===== src/rtl/rps_pkg.sv =====
package rps_pkg;
  typedef enum logic {ST_HUNT = 1'b0, ST_LOCK = 1'b1} rps_state_e;
endpackage


===== src/rtl/rps_shift.sv =====
module rps_shift #(
  parameter int W  = 8,
  localparam int CW = $clog2(W)
) (
  input  logic         clk,
  input  logic         rst,
  input  logic         clr,
  input  logic         stb,
  input  logic         din,
  output logic [W-1:0] win_nx,
  output logic         full_nx
);
  localparam logic [CW:0] FILL_MAX = (CW+1)'(W);
  localparam logic [CW:0] FILL_M1  = (CW+1)'(W-1);

  logic [W-1:0] sr_q;
  logic [CW:0]  fill_q;

  assign win_nx  = {sr_q[W-2:0], din};
  assign full_nx = (fill_q >= FILL_M1);

  always_ff @(posedge clk) begin
    if (rst || clr) begin
      sr_q   <= '0;
      fill_q <= '0;
    end else if (stb) begin
      sr_q <= win_nx;
      if (fill_q != FILL_MAX) fill_q <= fill_q + 1'b1;
    end
  end
endmodule


===== src/rtl/rps_octet_pos.sv =====
module rps_octet_pos #(
  parameter int W  = 8,
  localparam int CW = $clog2(W)
) (
  input  logic          clk,
  input  logic          rst,
  input  logic          clr,
  input  logic          stb,
  input  logic          slot_mode,
  input  logic          slot_start,
  output logic [CW-1:0] pos_c
);
  logic [CW-1:0] pos_q;

  assign pos_c = (slot_mode && slot_start) ? '0 : pos_q;

  always_ff @(posedge clk) begin
    if (rst || clr)  pos_q <= '0;
    else if (stb)    pos_q <= pos_c + CW'(1);
  end
endmodule


===== src/rtl/rps_detect.sv =====
module rps_detect #(
  parameter int W  = 8,
  localparam int CW = $clog2(W)
) (
  input  logic [W-1:0]  win,
  input  logic          full,
  input  logic [CW-1:0] pos,
  input  logic          align_mode,
  input  logic [W-1:0]  pattern,
  output logic          hit
);
  localparam logic [CW-1:0] LAST_POS = CW'(W-1);

  logic eq;
  logic at_boundary;

  assign eq          = (win == pattern);
  assign at_boundary = (pos == LAST_POS);
  assign hit         = full && eq && (!align_mode || at_boundary);
endmodule


===== src/rtl/rx_pattern_sync.sv =====
module rx_pattern_sync #(
  parameter int W  = 8,
  localparam int CW = $clog2(W)
) (
  input  logic          clk,
  input  logic          rst,
  input  logic          rx_en,
  input  logic          bit_stb,
  input  logic          rx_bit,
  input  logic          match_en,
  input  logic          align_mode,
  input  logic          slot_mode,
  input  logic          slot_start,
  input  logic [W-1:0]  match_char,
  output logic          byte_valid,
  output logic [W-1:0]  byte_data,
  output logic          match_stat,
  output logic [CW-1:0] offset_code
);
  import rps_pkg::*;

  localparam logic [CW-1:0] BCNT_LAST = CW'(W-1);

  logic          clr;
  logic          stb;
  logic [W-1:0]  win_nx;
  logic          full_nx;
  logic [CW-1:0] pos_c;
  logic          hit;

  rps_state_e    state_q;
  logic [CW-1:0] bcnt_q;

  assign clr = !rx_en;
  assign stb = rx_en && bit_stb;

  rps_shift #(.W(W)) u_shift (
    .clk(clk), .rst(rst), .clr(clr), .stb(stb), .din(rx_bit),
    .win_nx(win_nx), .full_nx(full_nx)
  );

  rps_octet_pos #(.W(W)) u_pos (
    .clk(clk), .rst(rst), .clr(clr), .stb(stb),
    .slot_mode(slot_mode), .slot_start(slot_start), .pos_c(pos_c)
  );

  rps_detect #(.W(W)) u_det (
    .win(win_nx), .full(full_nx), .pos(pos_c), .align_mode(align_mode),
    .pattern(match_char), .hit(hit)
  );

  always_ff @(posedge clk) begin
    if (rst || clr) begin
      state_q     <= ST_HUNT;
      bcnt_q      <= '0;
      byte_valid  <= 1'b0;
      byte_data   <= '0;
      match_stat  <= 1'b0;
      offset_code <= '0;
    end else begin
      byte_valid <= 1'b0;
      if (stb) begin
        unique case (state_q)
          ST_HUNT: begin
            if (!match_en) begin
              state_q     <= ST_LOCK;
              match_stat  <= 1'b1;
              offset_code <= '0;
              bcnt_q      <= CW'(1);
            end else if (hit) begin
              state_q     <= ST_LOCK;
              match_stat  <= 1'b1;
              offset_code <= pos_c;
              byte_valid  <= 1'b1;
              byte_data   <= win_nx;
              bcnt_q      <= '0;
            end
          end
          ST_LOCK: begin
            if (bcnt_q == BCNT_LAST) begin
              byte_valid <= 1'b1;
              byte_data  <= win_nx;
              bcnt_q     <= '0;
            end else begin
              bcnt_q <= bcnt_q + CW'(1);
            end
          end
          default: state_q <= ST_HUNT;
        endcase
      end
    end
  end
endmodule


===== config.mk =====
export PLATFORM = sky130hd
export DESIGN_NAME = rx_pattern_sync
export DESIGN_NICKNAME = d
export VERILOG_FILES = /design/src/rtl/rps_pkg.sv /design/src/rtl/rps_shift.sv /design/src/rtl/rps_octet_pos.sv /design/src/rtl/rps_detect.sv /design/src/rtl/rx_pattern_sync.sv
export SDC_FILE = /design/constraint.sdc
export NUM_CORES = 1
export LEC_CHECK = 0
export ABC_AREA = 1
export BUFFER_PORTS_ARGS = -buffer_cell sky130_fd_sc_hd__clkbuf_2
export CORE_MARGIN = 1
export CORE_UTILIZATION = 59
export CTS_CLUSTER_DIAMETER = 60
export DETAILED_ROUTE_END_ITERATION = 7
export PLACE_DENSITY_LB_ADDON = 0.12
export RECOVER_POWER = 100
export SYNTH_ARGS = -nofsm -noshare
export SYNTH_HDL_FRONTEND = slang
export SYNTH_HIERARCHICAL = 1
export SYNTH_SLANG_ARGS = --single-unit

===== constraint.sdc =====
create_clock -name clk -period 3.8 [get_ports clk]
set_input_delay 0.57 -clock clk [delete_from_list [all_inputs] [get_ports clk]]
set_output_delay 0.57 -clock clk [all_outputs]
set_load 0.005 [all_outputs]

After elaboration in Yosys (flattened, before gate mapping)
Cells that the tools add are included.
{"block": "word_totals", "reg_bits": 31, "inputBits": 17, "out_inout_bits": 13, "elab_cells": 56}
{"block": "classes", "n_addsub": 3, "order_cmp": 1, "n_eq_ne": 9, "mux": 19, "n_bitwise": 2, "reduce_logical": 13}
{"operator": "two-way mux 8 bit", "count": 3}
{"operator": "two-way mux 3 bit", "count": 6}
{"operator": "case mux 8 bit (2 select lines)", "count": 1}
{"operator": "== test 8 bit", "count": 1}
{"operator": "two-way mux 1 bit", "count": 7}
{"operator": "adder 3 x 1 -> 3 bit, second input constant", "count": 2}
{"operator": "== test 3 bit, second input constant", "count": 2}
{"operator": "case mux 3 bit (2 select lines)", "count": 1}
{"operator": "adder 4 x 1 -> 4 bit, second input constant", "count": 1}
{"operator": ">= comparator 4 x 3 -> 1 bit, second input constant", "count": 1}
{"operator": "logical AND 1 bit", "count": 4}
{"operator": "!= test 2 x 1 -> 1 bit, second input constant", "count": 2}
{"operator": "!= test 2 bit, second input constant", "count": 2}
{"operator": "!= test 4 bit, second input constant", "count": 1}
{"operator": "AND reduction 2 bit", "count": 2}
{"operator": "AND reduction 4 bit", "count": 1}
{"operator": "!= test 3 bit, second input constant", "count": 1}
{"operator": "AND reduction 3 bit", "count": 1}
{"operator": "zero test 1 bit", "count": 2}
{"operator": "logical OR 1 bit", "count": 2}
{"operator": "inverter 1 bit", "count": 2}
{"operator": "case mux 1 bit (2 select lines)", "count": 1}
{"operator": "OR reduction 2 bit", "count": 1}

Longest topological paths before layout
Gate-level depths: netlist (run 1).
{"block": "depth", "depth_word": 8, "ltp_mapped": 13, "depth_no_buf": 13}

Cells and area by module
Netlist (run 1), hierarchy kept.
{"mod": "rx_pattern_sync", "n_inst": 1, "cells_per_inst": 121, "area_per_inst_um2": 873.3, "seq_area_each_um2": 340.3}
{"mod": "rps_shift", "n_inst": 1, "cells_per_inst": 66, "area_per_inst_um2": 496.7, "seq_area_each_um2": 220.2}
{"mod": "rps_octet_pos", "n_inst": 1, "cells_per_inst": 30, "area_per_inst_um2": 187.7, "seq_area_each_um2": 60.1}
{"mod": "rps_detect", "n_inst": 1, "cells_per_inst": 45, "area_per_inst_um2": 186.4, "seq_area_each_um2": 0.0}

Worst setup path after synthesis (run 1)
Ideal clock, no wire load.
{"block": "synth_path", "path_type": "input to register", "startpoint": "input slot_mode", "endpoint": "register offset_code[0]", "setup_time_ps": 64, "t_arrival_ps": 1742, "required_ps": 3736, "path_slack_ps": 1994, "cell_stages": 13, "n_path_buf": 0, "path_cell_list": "nand2_2 inv_2 nor2_1 nand3_1 nand2_1 nand2_1 nor3_2 inv_1 nand2_1 nand3_1 nand2_1 inv_1 nor2_1"}
{"block": "synth_between", "elab_chain_len": 7}
{"item": "start: declaration", "line": "rx_pattern_sync.sv:12", "text": "input logic slot_mode,"}
{"item": "logical AND 1 bit", "line": "rps_octet_pos.sv:15", "text": "assign pos_c = (slot_mode && slot_start) ? '0 : pos_q;"}
{"item": "two-way mux 3 bit", "line": "rps_octet_pos.sv:15"}
{"item": "via pos_c[2]", "line": "rx_pattern_sync.sv:28", "text": "logic [CW-1:0] pos_c;"}
{"item": "== test 3 bit", "line": "rps_detect.sv:18", "text": "assign at_boundary = (pos == LAST_POS);"}
{"item": "logical OR 1 bit", "line": "rps_detect.sv:19", "text": "assign hit = full && eq && (!align_mode || at_boundary);"}
{"item": "logical AND 1 bit", "line": "rps_detect.sv:19"}
{"item": "via hit", "line": "rx_pattern_sync.sv:29", "text": "logic hit;"}
{"item": "!= test 2 x 1 -> 1 bit (no line)"}
{"item": "AND reduction 3 bit (no line)"}
{"item": "end signal: assignment", "line": "rx_pattern_sync.sv:73", "text": "offset_code <= pos_c;"}
{"item": "end: declaration", "line": "rx_pattern_sync.sv:18", "text": "output logic [CW-1:0] offset_code"}
The timed path passes the listed nets, and every way through them passes these cells. The select of a mux whose other input is x is not followed.
A chain may end at the register's enable or synchronous reset.

Worst setup path in the final report (run 1)
{"block": "layout_path", "startpoint": "register u_shift.fill_q[1]", "endpoint": "register byte_data[1]"}
{"block": "layout_between", "elab_chain_len": 5}
{"item": "start: declaration", "line": "rps_shift.sv:17", "text": "logic [CW:0] fill_q;"}
{"item": "start signal: assignment", "line": "rps_shift.sv:28", "text": "if (fill_q != FILL_MAX) fill_q <= fill_q + 1'b1;"}
{"item": ">= comparator 4 x 3 -> 1 bit", "line": "rps_shift.sv:20", "text": "assign full_nx = (fill_q >= FILL_M1);"}
{"item": "via full_nx", "line": "rx_pattern_sync.sv:27", "text": "logic full_nx;"}
{"item": "logical AND 1 bit (2 in series)", "line": "rps_detect.sv:19"}
{"item": "via hit", "line": "rx_pattern_sync.sv:29"}
{"item": "!= test 2 bit (no line)"}
{"item": "AND reduction 4 bit (no line)"}
{"item": "end signal: assignment", "line": "rx_pattern_sync.sv:75", "text": "byte_data <= win_nx;"}
{"item": "end signal: assignment", "line": "rx_pattern_sync.sv:82", "text": "byte_data <= win_nx;"}
{"item": "end: declaration", "line": "rx_pattern_sync.sv:16", "text": "output logic [W-1:0] byte_data,"}
The timed path passes the listed nets, and every way through them passes these cells.

==> results.yml, run 1 <==
logic_synthesis:
  ys_ff_latch: 31
  synth_area_leaders: "dfxtp_1 36%, nand2_1 16%, inv_1 9.7%"
  synthCells: 262
  yosys.area.top_type: "dfxtp_1"
  netlist.area_leader.share_pct: 35.6
  synth_area_per_cell_um2: 6.66
  synth_nets: 283
  synth_area_um2: 1740
  ys_seq_area_share_pct: 35.6
  ys_warn_count: 6
  synth_cell_type_count: 28
finish:
  final_cells: 324
  design_area_um2: 1930
  area_growth_pct: 10.4
  antenna_cells: 0
  drive_gt1_share_pct: 18.8
  fin_nets: 313
worst_setup_path:
  max_stage_delay_ps: 420
  cp_common_cell: "nand2_1"
  crit_arrival_ps: 2470
  crit_chain: "ha_1 > nand2_1 > nand2_1 > a21boi_0 > nand3_1 > nor3_1 > nand2_4 > nand2_1 > nand3_1 > nand2_1 > nor2_1"
  endpoint_kind: "register"
  cp_max_fo: 17
  worst_path_max_delay_cell: "nand2_1"
  cp-start-kind: "register"
  crit_required_ps: 4040
  critPathKind: "register to register"
global_routing:
  grt_max_degree: 25
  grt_use_total_pct: 21.6
  antenna_found_initial: 0
  overflow: 0
  grt_pass1_vias: 1251
  grt_pass1_wl_um: 5280
place:
  dp_cells: 316
  gp_congestion: 0.794
  placed_cell_area_um2: 1870
  hpwl_um: 2330
  io_buffers: 29
  dp_slack_ps: 1710
clock_tree:
  clk_pin_slew_ps: 100
  cts_buffer_depth: 2
  cts.sinks: 31
  tritoncts: "done"
  hold_buffers: 0
  post_cts_buffers: 0
  numCtsBuffers: 5
  h-tree-depth: 2
  cts_resized: 0
  root_buffer: "clkbuf_4"
  clk-insertion-delay-late_ps: 330
sta:
  slew-limit-headroom_pct: 46.5
  fmax_mhz: 447
  final_hold_viol_count: 0
  finalClockSkew_ps: 9.46
  tightestPinTransition_ps: 798
  final.period_utilization_pct: 58.8
  holdWs_ps: 456
  finalMaxSlewViolations: 0
  fin_ws_ps: 1570
  finalSetupViolCount: 0
  rsz0062_at_grt: "no"
  fin_tns_setup_ps: 0
  period_needed_ps: 2230
job:
  cap_violations: 0
routing:
  dr.first_iter.drc_count: 43
  vias_per_cell: 4.76
  wl_um: 3160
  drtAntennaViolNets: 0
  route.detailed.drc: 0
  wl_per_cell_um: 9.76
  drt-pass1-iter-count: 4
  vias: 1541
outcome:
  status: "finished, final reports clean"
floorplanning:
  row_count: 19
  start_util_pct: 62.7
  io_pins: 30
  die_y_um: 56.4
  coreArea_um2: 2780
  die-area_um2: 3180
  die_w_um: 56.4
power_and_ir_drop:
  ir_drop_mv: 0.393
  p_leak_nw: 0.869
  powerDensity_nw_per_um2: 340
hold_path:
  hold_class: "register to register"
## metrics by stage
step | total power [mW] | util, %
final | 0.655 | 69.2
after global routing | 0.684 | 69.2
after CTS | 0.664 | 70.2
after detailed placement | 0.395 | 67.1
after global placement | 0.395 | 67.1
after floorplan | 0.380 | -
## cells in the final DEF (no fill, tap or decap), types with 2 or more instances in the layout
master and instances:
nand3_2 2, dfxtp_1 31, nand2_2 3, nand4_1 5, nor2_4 2, ha_1 4
nand2_1 76, o21ai_1 2, nand3_1 18, nor2_2 2, inv_2 4, a21oi_2 2
o21ai_0 3, nor2_1 29, clkbuf_4 5, inv_1 46, clkbuf_2 28, a21oi_1 19
## final timing paths
check / startpoint / end / slack, ps / cells after the start
setup / recovery: u_shift/fill_q[1]$_SDFFE_PP0P_ / byte_data[1]$_SDFFE_PP0P_ / 1570 / 11
hold / removal: match_stat$_SDFFE_PP0P_ / match_stat$_SDFFE_PP0P_ / 460 / 2
setup reg to reg: u_shift/fill_q[1]$_SDFFE_PP0P_ / byte_data[1]$_SDFFE_PP0P_ / 1570 / 11
hold reg to reg: match_stat$_SDFFE_PP0P_ / match_stat$_SDFFE_PP0P_ / 460 / 2
## state kept, by name (all words and copies together) (netlist names)
name / cells
state_q: 1
u_pos/pos_q: 3
u_shift/fill_q: 4
bcnt_q: 3
byte_data: 8
offset_code: 3
match_stat: 1
byte_valid: 1
u_shift/sr_q: 7
## worst max-delay path: cells and delay by family (launching register included)
kind	cells	cell delay, ps
compound gates	1	170
simple gates	9	1410
fa+ha+maj	1	200
flops	1	380
## final cells by class
cell class | count | area (µm²)
clock inverter | 2 | 35.0
clock buffer | 6 | 51.3
sequential | 31 | 621
tap | 31 | 38.8
inverter | 52 | 199
multi-input combinational | 173 | 837
fill | 291 | 856
timing repair buffer | 29 | 144
## report_power, final
group	total, mW	internal (mW)	switching [mW]
Clock	0.268	0.155	0.113
Combinational	0.0562	0.0195	0.0367
Sequential	0.330	0.328	0.00295
Total	0.655	0.502	0.152
## kinds of logic after synthesis
group                      count (synthesis)  share of synthesized area (%)
AOI/OAI and AO/OA                         28                           9.18
buffers and inverters                     58                           15.0
DFF                                       31                           35.6
adders and majority gates                  4                           2.87
and+or+nand+nor                          140                           36.9
xor gates and xnor gates                   1                          0.502
## cell usage after synthesis
master    number
a21boi_2       1
a21oi_1       18
a21oi_2        3
buf_4          1
buf_6          3
clkbuf_4       1
clkbuf_8       1
clkinv_2       1
dfxtp_1       31
ha_1           4
inv_1         45
inv_2          5
inv_4          1
nand2_1       73
nand2_2        5
nand2_4        2
nand3_1       18
nand3_2        2
nand4_1        5
nor2_1        29
nor2_2         2
nor2_4         2
nor2_8         1
nor3_2         1
o211ai_1       1
o21ai_0        3
o21ai_1        2
xor2_1         1
## layer usage
layer	routed length (µm)	up-vias	track usage, %
met3	147	9	6.91
met4	74	0	11.5
met5	0	-	0
li1	-	859	-
met1	1590	640	28.3
met2	1350	33	31.5
Power figures use the tool's default switching activity.
==> run 2: changes to the inputs <==
--- a/config.mk
+++ b/config.mk
@@ -8,7 +8,7 @@
 export ABC_AREA = 1
 export BUFFER_PORTS_ARGS = -buffer_cell sky130_fd_sc_hd__clkbuf_2
 export CORE_MARGIN = 1
-export CORE_UTILIZATION = 59
+export CORE_UTILIZATION = 50
 export CTS_CLUSTER_DIAMETER = 60
 export DETAILED_ROUTE_END_ITERATION = 7
 export PLACE_DENSITY_LB_ADDON = 0.12
==> constraint.sdc (replaced) <==
create_clock -name clk -period 2 [get_ports clk]
set_input_delay 0.3 -clock clk [delete_from_list [all_inputs] [get_ports clk]]
set_output_delay 0.3 -clock clk [all_outputs]
set_load 0.005 [all_outputs]
==> run 2 against run 1 <==
Against the previous run:
- via count increased by 1.7%
- utilization fell by 12 points
- flip-flop and latch count unchanged
- critical path depth up 1
- combinational power increased by 98%
- largest cell class unchanged
==> results.yml, run 2 (synthesis results as in run 1) <==
outcome:
  status: "finished, final reports clean"
clock_tree:
  clk_pin_slew_ps: 100
  h-tree-depth: 2
  cts_buffer_depth: 2
  numCtsBuffers: 5
  tritoncts: "done"
  cts.sinks: 31
  clk-insertion-delay-late_ps: 330
  root_buffer: "clkbuf_4"
worst_setup_path:
  worst_path_max_delay_cell: "dfxtp_1"
  crit_arrival_ps: 2060
  endpoint_kind: "register"
  crit_chain: "ha_1 > nand2_1 > nand2_1 > a21boi_2 > nand3_1 > nor3_2 > inv_1 > nand2_2 > nand2_1 > nand3_1 > nand2_1 > nor2_1"
  r2r-end: "bcnt_q[0]$_SDFFE_PP0P_"
  cp_common_cell: "nand2_1"
  max_stage_delay_ps: 390
  crit_required_ps: 2270
  cp-start-kind: "register"
  r2r_slack_ps: 210
  cp_max_fo: 6
  rr_worst_depth: 12
  r2r-start: "u_shift/fill_q[0]$_SDFFE_PP0P_"
  critPathKind: "register to register"
finish:
  top_regs: "byte_data (8), u_shift/sr_q (7), u_shift/fill_q (4)"
  top_register: "byte_data"
  postLayoutCoreUtil_pct: 57.6
  fin_nets: 314
  largest_reg_flops: 8
  antenna_cells: 0
  drive_gt1_share_pct: 17.0
  area_growth_pct: 10.2
  final_cell_mix: "74 x nand2_1, 45 x inv_1, 31 x dfxtp_1"
  final_common_cell: "nand2_1"
global_routing:
  overflow: 0
  met1_usage_pct: 26.0
  grt_util_met2_pct: 35.1
  grt_max_degree: 25
  grt_pass1_wl_um: 5760
  grt_pass1_vias: 1389
  grt_busiest_layer: "met2"
  grt_use_total_pct: 21.2
  antenna_found_initial: 0
  met3_usage_pct: 6.93
sta:
  tightestPinTransition_ps: 405
  fin_ws_ps: 208
  period_needed_ps: 1790
  slew-limit-headroom_pct: 72.9
  finalClockSkew_ps: 11.4
  fmax_mhz: 558
  finalSetupViolCount: 0
  rsz0062_at_grt: "no"
  final_hold_viol_count: 0
  holdWs_ps: 229
  final.period_utilization_pct: 89.6
  finalMaxSlewViolations: 0
  fin_tns_setup_ps: 0
hold_path:
  hold_class: "primary input to register"
  min_from: "rx_bit"
  worstHoldEndpoint: "u_shift/sr_q[0]$_SDFFE_PP0P_"
  worstHoldPathCells: 3
floorplanning:
  start_util_pct: 52.3
  coreArea_um2: 3340
  row_count: 21
  io_pins: 30
  die-area_um2: 3730
  die_w_um: 61.1
  die_y_um: 61.1
place:
  io_buffers: 29
  gp_congestion: 0.787
  hpwl_um: 2520
  dp_slack_ps: 146
power_and_ir_drop:
  ir_drop_mv: 0.368
  powerDensity_nw_per_um2: 565
  p_leak_nw: 0.830
routing:
  route.detailed.drc: 0
  wl_um: 3320
  vias_per_cell: 4.61
  dr.first_iter.drc_count: 62
  drt-pass1-iter-count: 4
  drtAntennaViolNets: 0
  vias: 1567
  wl_per_cell_um: 9.75
job:
  cap_violations: 0
==> run 2: changes by cell type in the layout (fill, tap and decap cells not counted), sizes merged <==
cell / change
clkbuf: +1
clkinvlp: -1
bufinv: -1
buf: +1
clkinv: +1
==> run 2: how the worst max path moves through the flow <==
stage                                   start                     endpoint
3_5_place_dp   u_shift/fill_q[0]$_SDFFE_PP0P_  offset_code[1]$_SDFFE_PP0P_
3_3_place_gp   u_shift/fill_q[1]$_SDFFE_PP0P_  offset_code[2]$_SDFFE_PP0P_
6_report       u_shift/fill_q[0]$_SDFFE_PP0P_       bcnt_q[0]$_SDFFE_PP0P_
5_1_grt        u_shift/fill_q[0]$_SDFFE_PP0P_       bcnt_q[0]$_SDFFE_PP0P_
2_1_floorplan  u_shift/fill_q[0]$_SDFFE_PP0P_  offset_code[0]$_SDFFE_PP0P_
4_1_cts        u_shift/fill_q[0]$_SDFFE_PP0P_       bcnt_q[0]$_SDFFE_PP0P_
==> run 2: final cells by class <==
class                      instances  area [µm²]
fill                             355        1420
multi-input combinational        173         855
sequential                        31         621
inverter                          52         199
timing repair buffer              30         140
tap                               46        57.6
clock buffer                       7        45.0
clock inverter                     1        5.00
==> run 2: what timing repair did <==
| item | 4_1_cts | 5_1_grt |
|---|---|---|
| buffers inserted | 0 | 0 |
| resized for setup | 0 | 2 |
| hold buffers | 0 | 0 |
| setup endpoints to repair | 0 | 5 |
| hold endpoints to repair | 0 | 0 |
==> run 2: per-stage QoR <==
step	instance area (µm²)	total power [mW]	instances
after floorplan	1740	0.722	262
after global placement	1890	0.754	332
after detailed placement	1890	0.755	332
after CTS	1940	1.10	340
after global routing	1920	1.15	340
final	1920	1.09	340
==> run 2: critical path, delay by kind of cell (launching register included) <==
family / cells / cell delay (ps)
AOI/OAI and AO/OA: 1 / 130
DFF: 1 / 390
and+or+nand+nor: 9 / 950
adders and majority gates: 1 / 190
buffers and inverters: 1 / 80
==> run 2: layer usage <==
layer,vias to the layer above,part of all wire (%)
li1,863,-
met5,-,0
met2,21,47
met3,5,3.2
met4,0,1.4
met1,678,49
==> run 2: report_power, final <==
group / internal [mW] / switching, mW / total (mW)
registers: 0.622 / 0.00541 / 0.628
logic: 0.0381 / 0.0727 / 0.111
clock network: 0.137 / 0.211 / 0.348
==> run 3: changes to the inputs <==
==> constraint.sdc (replaced) <==
create_clock -name clk -period 1.5 [get_ports clk]
set_input_delay 0.225 -clock clk [delete_from_list [all_inputs] [get_ports clk]]
set_output_delay 0.225 -clock clk [all_outputs]
set_load 0.005 [all_outputs]
==> run 3 against run 2 <==
Against the previous run:
- the run now ends with setup timing left
- first-iteration DRC count up 60%
- maximum frequency up 12%
- design area up 17%
==> results.yml, run 3 (synthesis results as in run 1) <==
routing:
  vias_per_cell: 4.64
  wl_per_cell_um: 10.5
  drt-pass1-iter-count: 4
  wl_um: 3800
  route.detailed.drc: 0
  dr.first_iter.drc_count: 99
  drtAntennaViolNets: 0
  vias: 1685
clock_tree:
  numCtsBuffers: 5
  cts.sinks: 31
  h-tree-depth: 2
  tritoncts: "done"
  cts_buffer_depth: 2
  clk-insertion-delay-late_ps: 330
  clk_pin_slew_ps: 100
  root_buffer: "clkbuf_4"
floorplanning:
  row_count: 21
  coreArea_um2: 3340
  io_pins: 30
  start_util_pct: 52.3
  die_y_um: 61.1
  die_w_um: 61.1
  die-area_um2: 3730
worst_setup_path:
  rr_worst_depth: 11
  critPathKind: "register to register"
  r2r-start: "u_pos/pos_q[0]$_SDFFE_PP0P_"
  cp-start-kind: "register"
  crit_arrival_ps: 1830
  r2r_slack_ps: -100
  r2r-end: "byte_data[4]$_SDFFE_PP0P_"
  endpoint_kind: "register"
  crit_required_ps: 1730
  cp_max_fo: 4
place:
  io_buffers: 29
  hpwl_um: 2660
  dp_slack_ps: -207
  gp_congestion: 0.767
power_and_ir_drop:
  powerDensity_nw_per_um2: 676
  ir_drop_mv: 0.530
  p_leak_nw: 0.996
outcome:
  status: "finished, violations left"
  violations: "setup timing"
sta:
  fin_ws_ps: -98.1
  period_needed_ps: 1600
  final_hold_viol_count: 0
  finalMaxSlewViolations: 0
  slew-limit-headroom_pct: 74.0
  finalClockSkew_ps: 4.53
  finalSetupViolCount: 17
  tightestPinTransition_ps: 389
  final.period_utilization_pct: 107
  fin_tns_setup_ps: -1350
  rsz0062_at_grt: "yes"
  fmax_mhz: 626
global_routing:
  antenna_found_initial: 0
  overflow: 0
  met1_usage_pct: 28.2
  grt_pass1_vias: 1519
  grt_max_degree: 19
  grt_use_total_pct: 22.8
  grt_pass1_wl_um: 6240
  met3_usage_pct: 6.09
  grt_busiest_layer: "met2"
  grt_util_met2_pct: 38.4
finish:
  final_cell_mix: "69 x nand2_1, 44 x inv_1, 28 x dfxtp_1"
  largest_reg_flops: 8
  area_growth_pct: 29.1
  final_common_cell: "nand2_1"
  drive_gt1_share_pct: 32.2
  top_regs: "byte_data (8), u_shift/sr_q (7), u_shift/fill_q (4)"
  antenna_cells: 0
  top_register: "byte_data"
  fin_nets: 338
  postLayoutCoreUtil_pct: 67.5
hold_path:
  hold_class: "primary input to register"
  min_from: "rst"
  worstHoldEndpoint: "bcnt_q[0]$_SDFFE_PP0P_"
  worstHoldPathCells: 4
job:
  cap_violations: 0
==> run 3: changes by cell type in the layout (fill, tap and decap cells not counted), sizes merged <==
cell / before / now
nand2: 80 / 82
clkbuf: 36 / 35
buf: 1 / 23
==> run 3: power by group <==
group	switching [mW]	total [mW]	leakage, nW	internal [mW]
Sequential	0.00684	0.837	0.252	0.830
Clock	0.291	0.508	0.0341	0.217
Combinational	0.112	0.177	0.711	0.0649
==> run 3: metal layers <==
metal,wire [µm],up-vias
met2,1900,21
met4,36,0
met1,1730,747
met5,0,-
li1,-,913
met3,136,4
==> run 3: cell type report <==
| class | count | area, µm² |
|---|---|---|
| clock inverters | 1 | 5.00 |
| multi-input cells | 175 | 1010 |
| inverters | 52 | 199 |
| flip-flops and latches | 31 | 624 |
| well taps | 46 | 57.6 |
| repair buffers | 52 | 305 |
| fillers | 312 | 1090 |
| clock buffers | 6 | 51.3 |
==> run 3: what timing repair did <==
item,4_1_cts,5_1_grt
hold endpoints to repair,0,0
endpoints found under the setup margin,17,17
buffers inserted,1,1
resized for setup,12,13
hold buffers,0,0
pin swaps,13,11
cloned,1,1
==> run 3: worst max-delay path by stage <==
stage / from / slack [ps] / cells past startpoint / endpoint
6_report: u_pos/pos_q[0]$_SDFFE_PP0P_ / -100 / 11 / byte_data[4]$_SDFFE_PP0P_
2_1_floorplan: u_shift/fill_q[1]$_SDFFE_PP0P_ / -30 / 12 / byte_data[3]$_SDFFE_PP0P_
4_1_cts: u_shift/fill_q[0]$_SDFFE_PP0P_ / -120 / 12 / offset_code[2]$_SDFFE_PP0P_
3_5_place_dp: slot_mode / -210 / 14 / bcnt_q[0]$_SDFFE_PP0P_
3_3_place_gp: slot_mode / -160 / 14 / offset_code[2]$_SDFFE_PP0P_
5_1_grt: u_pos/pos_q[0]$_SDFFE_PP0P_ / -220 / 12 / bcnt_q[0]$_SDFFE_PP0P_
==> run 3: through the flow <==
stage / hold slack [ps] / instance area, µm² / std cells / power [mW]
detailed placement: 452 / 2060 / 352 / 1.02
floorplan: 365 / 1770 / 262 / 0.964
finish: 226 / 2250 / 363 / 1.52
CTS: 219 / 2200 / 361 / 1.53
global route: 236 / 2250 / 363 / 1.59
global placement: 437 / 2060 / 352 / 1.02
==> run 3: worst max-delay path, stage by stage, from the launching register on <==
cell,delay (ps)
dfxtp_1,340
inv_1,80
nor2_2,130
nand3_1,80
nand2_1,80
nand2_1,90
nor3_4,250
nand2_4,140
nand2_4,110
nand3_1,80
nand2_1,80
nor2_1,40
